--- src/rtl/fault_alert_pkg.sv ---
package fault_alert_pkg;

  typedef enum logic {
    SEL_FAULT = 1'b0,
    SEL_CFG   = 1'b1
  } reg_sel_e;

  // Mask of the storable bits in the enable register: per-fault enables plus GPIO data.
  function automatic logic [31:0] cfg_mask(input int nf, input int gpio_bit);
    logic [31:0] m;
    m = '0;
    for (int i = 0; i < nf; i++) m[i] = 1'b1;
    m[gpio_bit] = 1'b1;
    return m;
  endfunction

endpackage

--- src/rtl/fault_cell.sv ---
module fault_cell (
  input  logic clk,
  input  logic rst_n,
  input  logic evt_i,
  input  logic clr_i,
  input  logic mark_i,
  output logic fault_o,
  output logic rep_o
);
  logic fault_q, rep_q;
  logic fault_d, rep_d;

  always_comb begin
    fault_d = (fault_q & ~clr_i) | evt_i;
    rep_d   = (rep_q | (mark_i & fault_q)) & ~clr_i & fault_d;
  end

  always_ff @(posedge clk or negedge rst_n) begin
    if (!rst_n) begin
      fault_q <= 1'b0;
      rep_q   <= 1'b0;
    end else begin
      fault_q <= fault_d;
      rep_q   <= rep_d;
    end
  end

  assign fault_o = fault_q;
  assign rep_o   = rep_q;


  sticky_hold_chk: assert property (@(posedge clk) disable iff (!rst_n)
    (fault_q && !clr_i) |=> fault_q);

  event_wins_chk: assert property (@(posedge clk) disable iff (!rst_n)
    evt_i |=> fault_q);

  clear_takes_chk: assert property (@(posedge clk) disable iff (!rst_n)
    (clr_i && !evt_i) |=> !fault_q);

  clear_rearms_chk: assert property (@(posedge clk) disable iff (!rst_n)
    clr_i |=> !rep_q);

  rep_needs_fault_chk: assert property (@(posedge clk) disable iff (!rst_n)
    rep_q |-> fault_q);
endmodule

--- src/rtl/cfg_reg.sv ---
module cfg_reg #(
  parameter int REG_W      = 8,
  parameter int NUM_FAULTS = 6,
  parameter int GPIO_BIT   = 6
) (
  input  logic             clk,
  input  logic             rst_n,
  input  logic             wr_i,
  input  logic [REG_W-1:0] data_i,
  output logic [REG_W-1:0] cfg_o,
  output logic             gpio_o
);
  import fault_alert_pkg::*;

  localparam logic [31:0]      MASK32 = cfg_mask(NUM_FAULTS, GPIO_BIT);
  localparam logic [REG_W-1:0] MASK   = MASK32[REG_W-1:0];

  logic [REG_W-1:0] cfg_q;

  always_ff @(posedge clk or negedge rst_n) begin
    if (!rst_n)    cfg_q <= '0;
    else if (wr_i) cfg_q <= data_i & MASK;
  end

  assign cfg_o  = cfg_q;
  assign gpio_o = cfg_q[GPIO_BIT];


  gpio_follows_write_chk: assert property (@(posedge clk) disable iff (!rst_n)
    wr_i |=> gpio_o == $past(data_i[GPIO_BIT]));
endmodule

--- src/rtl/supply_edge.sv ---
module supply_edge (
  input  logic clk,
  input  logic rst_n,
  input  logic supply_ok_i,
  input  logic uv_level_i,
  output logic uv_set_o
);
  logic ok_q;

  always_ff @(posedge clk or negedge rst_n) begin
    if (!rst_n) ok_q <= 1'b0;
    else        ok_q <= supply_ok_i;
  end

  assign uv_set_o = supply_ok_i & ~ok_q & uv_level_i;
endmodule

--- src/rtl/fault_alert_ctrl.sv ---
module fault_alert_ctrl #(
  parameter int NUM_FAULTS = 6,
  parameter int REG_W      = 8,
  parameter int GPIO_BIT   = 6,
  parameter int UV_BIT     = 0
) (
  input  logic                  clk,
  input  logic                  rst_n,
  input  logic [NUM_FAULTS-1:0] fault_evt,
  input  logic                  supply_ok,
  input  logic                  uv_level,
  input  logic                  alert_release,
  input  logic                  cmd_valid,
  output logic                  cmd_ready,
  input  logic                  cmd_sel,
  input  logic [REG_W-1:0]      cmd_data,
  input  logic                  rd_sel,
  output logic [REG_W-1:0]      rd_data,
  output logic                  alert_n,
  output logic                  gpio_out
);
  import fault_alert_pkg::*;

  localparam int PAD_W = REG_W - NUM_FAULTS;

  logic                  uv_set;
  logic                  wr_fault, wr_cfg;
  logic [NUM_FAULTS-1:0] set_vec, clr_vec, fault_vec, rep_vec, pend_vec;
  logic [REG_W-1:0]      cfg_q;

  assign cmd_ready = 1'b1;
  assign wr_fault  = cmd_valid && (reg_sel_e'(cmd_sel) == SEL_FAULT);
  assign wr_cfg    = cmd_valid && (reg_sel_e'(cmd_sel) == SEL_CFG);

  supply_edge u_supply (
    .clk        (clk),
    .rst_n      (rst_n),
    .supply_ok_i(supply_ok),
    .uv_level_i (uv_level),
    .uv_set_o   (uv_set)
  );

  always_comb begin
    set_vec         = fault_evt;
    set_vec[UV_BIT] = fault_evt[UV_BIT] | uv_set;
    clr_vec         = wr_fault ? ~cmd_data[NUM_FAULTS-1:0] : '0;
  end

  for (genvar i = 0; i < NUM_FAULTS; i++) begin : g_cell
    fault_cell u_cell (
      .clk    (clk),
      .rst_n  (rst_n),
      .evt_i  (set_vec[i]),
      .clr_i  (clr_vec[i]),
      .mark_i (alert_release),
      .fault_o(fault_vec[i]),
      .rep_o  (rep_vec[i])
    );
  end

  cfg_reg #(
    .REG_W     (REG_W),
    .NUM_FAULTS(NUM_FAULTS),
    .GPIO_BIT  (GPIO_BIT)
  ) u_cfg (
    .clk   (clk),
    .rst_n (rst_n),
    .wr_i  (wr_cfg),
    .data_i(cmd_data),
    .cfg_o (cfg_q),
    .gpio_o(gpio_out)
  );

  assign pend_vec = fault_vec & cfg_q[NUM_FAULTS-1:0] & ~rep_vec;
  assign alert_n  = ~(|pend_vec);
  assign rd_data  = (reg_sel_e'(rd_sel) == SEL_CFG) ? cfg_q
                                                   : {{PAD_W{1'b0}}, fault_vec};


  release_frees_chk: assert property (@(posedge clk) disable iff (!rst_n)
    (alert_release && set_vec == '0) |=> alert_n);

  no_spurious_alert_chk: assert property (@(posedge clk) disable iff (!rst_n)
    (alert_n && set_vec == '0 && !wr_cfg) |=> alert_n);

  uv_logged_chk: assert property (@(posedge clk) disable iff (!rst_n)
    uv_set |=> fault_vec[UV_BIT]);
endmodule

--- config.mk ---
export PLATFORM = sky130hd
export DESIGN_NAME = fault_alert_ctrl
export DESIGN_NICKNAME = d
export VERILOG_FILES = /design/src/rtl/fault_alert_pkg.sv /design/src/rtl/fault_cell.sv /design/src/rtl/cfg_reg.sv /design/src/rtl/supply_edge.sv /design/src/rtl/fault_alert_ctrl.sv
export SDC_FILE = /design/constraint.sdc
export NUM_CORES = 1
export LEC_CHECK = 0
export CAP_MARGIN = 20
export CORE_ASPECT_RATIO = 0.7
export CORE_MARGIN = 1.5
export CORE_UTILIZATION = 44
export DETAILED_ROUTE_END_ITERATION = 16
export PLACE_DENSITY_LB_ADDON = 0.05
export SLEW_MARGIN = 15
export SYNTH_ARGS = -nofsm -noshare
export SYNTH_HDL_FRONTEND = slang
export SYNTH_SLANG_ARGS = --single-unit
--- constraint.sdc ---
create_clock -name clk -period 1.1 [get_ports clk]
set_input_delay 0.11 -clock clk [delete_from_list [all_inputs] [get_ports clk]]
set_output_delay 0.11 -clock clk [all_outputs]
set_load 0.02 [all_outputs]
==> flow_metrics.env <==
export IMPL_status="complete, but fails checks"
export IMPL_violations="negative setup slack"
export IMPL_dr_pass1_iters=4
export IMPL_antenna_found_initial=0
export IMPL_cts_buffer_depth=2
export IMPL_hpwl_mm=1.697
export IMPL_slowest_stage="dfrtp_1"
export IMPL_fin_ws_ns=-0.2333
export IMPL_synth_area_leaders="dfrtp_1, mux2_4, mux2_2"
export IMPL_final_nets=164
export IMPL_path_clk_slew_ns=0.10
export IMPL_clk_latency_ns=0.29
export IMPL_arrival_ns=1.22
export IMPL_ys_top_cells_by_count="dfrtp_1, nand2_1, o21ai_0"
export IMPL_dieWidth_microns=58.82
export IMPL_ios=33
export IMPL_yosys_warnings=0
export IMPL_cp_top_family="flip-flops"
export IMPL_antennaDiodeCount=0
export IMPL_fp_dieArea_sq_um=2475
export IMPL_crit_fanout=2
export IMPL_synth_ff_type="dfrtp_1"
export IMPL_synth_edf_count=0
export IMPL_area_growth_pct=58.93
export IMPL_yosysTopAreaCellShare_pct=52.15
export IMPL_reg2reg_setup_slack_ns=0.02
export IMPL_die_h_microns=42.08
export IMPL_dpl_worst_slack_ns=-0.6391
export IMPL_layout_drive_gt1_share_pct=36.43
export IMPL_ys_seq_elements=20
export IMPL_grt_pass1_vias=781
export IMPL_cts_hold_buf=0
export IMPL_grt_pass1_wl_mm=3.663
export IMPL_grt_usage_pct=19.81
export IMPL_crit_required_ns=0.99
export IMPL_synth_nets=112
export IMPL_numCtsBuffers=3
export IMPL_syn_inst=90
export IMPL_drc=0
export IMPL_hold_viol=0
export IMPL_setup_viol=7
export IMPL_path_common_cell="buf_6"
export IMPL_final_max_slew_viol_count=0
export IMPL_ys_types=18
export IMPL_rsz0062_at_grt="yes"
export IMPL_fin_skew_ns=0.009146
export IMPL_io_buffers=29
export IMPL_worst_path_buf_inv=2
export IMPL_cts_tree="yes"
export IMPL_post_drt_wl_per_cell_microns=13.66
export IMPL_row_count=13
export IMPL_syn_area_per_cell_sq_um=10.66
export IMPL_cts_sinks=20
export IMPL_vias=826
export IMPL_start_util_pct=49.17
export IMPL_vias_per_cell=5.099
export IMPL_cp_start_kind="register"
export IMPL_leakage_nw=0.7073
export IMPL_yosysTopAreaCell="dfrtp_1"
export IMPL_vdd_ir_drop_max_v=0.0005889
export IMPL_h_tree_depth=1
export IMPL_grt_max_degree=21
export IMPL_async_flop_share_pct=100.0
export IMPL_worst_setup_path_type="register to primary output"
export IMPL_end_kind="primary output"
export IMPL_stdcell_count=162
export IMPL_fmaxAchievable_mhz=750.0
export IMPL_cts_root_buf="clkbuf_4"
export IMPL_drv_cap=0
export IMPL_routabilityCongestion=0.7364
export IMPL_fin_setup_tns_ns=-1.246
export IMPL_syn_area_sq_um=959.7
export IMPL_finalCriticalPeriod_ns=1.333
export IMPL_slowest_delay_ns=0.41
export IMPL_drtIter0Drc=23
export IMPL_crit_chain="buf_6 -> mux2_4 -> buf_6"
export IMPL_dp_cells=151
export IMPL_finalCritPeriodShare_pct=121.2
export IMPL_core_area_sq_um=1952
export IMPL_gr_total_overflow=0
export IMPL_synth_most_common_cell="dfrtp_1"
export IMPL_ant_nets=0
export IMPL_power_density_nw_per_um2=1202
export IMPL_wirelength_mm=2.213
export IMPL_hold_class="primary input to async pin"
export IMPL_yosysSeqAreaShare_pct=52.15
[timing repair]
action / CTS / global route
setup endpoints to repair: 9 / 9
endpoints found under the hold margin: 0 / 0
pin swaps: 1 / 0
setup buffers: 4 / 4
gates resized for setup: 58 / 10
[flip-flops by register name, indices dropped and copies added (netlist names)]
register               count
g_cell.u_cell.fault_o      6
g_cell.u_cell.rep_o        6
u_cfg.cfg_o                7
u_supply.ok_q              1
[cell usage in the layout, fill, tap and decap left out, types with 3 or more instances in the layout]
master | Yosys | final
a21oi_1 | 6 | 6
buf_4 | 3 | 13
nand2b_1 | 6 | 6
clkbuf_4 | 0 | 3
nor2_1 | 7 | 7
clkdlybuf4s50_1 | 0 | 19
o21ai_1 | 4 | 5
buf_6 | 0 | 15
nand2_1 | 11 | 10
o21ai_0 | 10 | 9
dfrtp_1 | 20 | 20
mux2_4 | 7 | 13
[metal layers]
metal  GRT usage (%)  vias to the layer above  wire, microns
met5               0                        -              0
met1           27.50                      391           1024
li1                -                      408              -
met4           1.364                        0              7
met3           5.864                        2            121
met2           32.00                       25           1059
[worst paths after layout]
check / to / depth (start not counted) / start
setup reg to reg: u_cfg.cfg_o[2] / 4 / u_cfg.cfg_o[2]
setup / recovery: rd_data[4] / 3 / g_cell[4].u_cell.fault_o
max in group asynchronous: g_cell[1].u_cell.fault_o / 2 / rst_n
hold / removal: u_cfg.cfg_o[3] / 2 / rst_n
hold reg to reg: u_cfg.cfg_o[0] / 1 / u_cfg.cfg_o[0]
min in group clk: u_supply.ok_q / 1 / supply_ok
[area by class of cell]
cell class / count / area [sq um]
Clock buffer: 3 / 22.52
Fill cell: 139 / 426.7
Multi-Input combinational cell: 66 / 464.2
Sequential cell: 20 / 500.5
Tap cell: 22 / 27.53
Timing Repair Buffer: 51 / 510.5
[kinds of logic after synthesis]
kind of cell,count (synthesis),synth area share [%]
other cells,2,0.7826
simple gates,29,14.47
compound gates,22,11.73
flops,20,52.15
buf+inv,4,2.868
mux,13,17.99
[metrics by stage]
stage	util [%]	area (sq um)	total power [mW]	hold WS [ns]
after floorplan	-	964.7	1.135	-0.1856
after global placement	70.96	1385	1.413	0.4665
after detailed placement	70.96	1385	1.430	0.4644
after CTS	75.32	1470	1.797	0.1373
after global routing	78.14	1525	1.939	0.1456
final	78.14	1525	1.833	0.1346
[power by group]
part | switching, mW | leakage (nW) | total (mW) | internal (mW)
logic | 0.249 | 0.481 | 0.640 | 0.391
registers | 0.0552 | 0.213 | 0.866 | 0.811
clock network | 0.198 | 0.0138 | 0.326 | 0.127
[worst register-to-register path: cells and delay by family, from the launching register on]
family | cells | cell delay (ns)
multiplexers | 1 | 0.24
flip-flops | 1 | 0.41
buffers and inverters | 3 | 0.33
No activity file was read; power rests on OpenSTA's default activity.
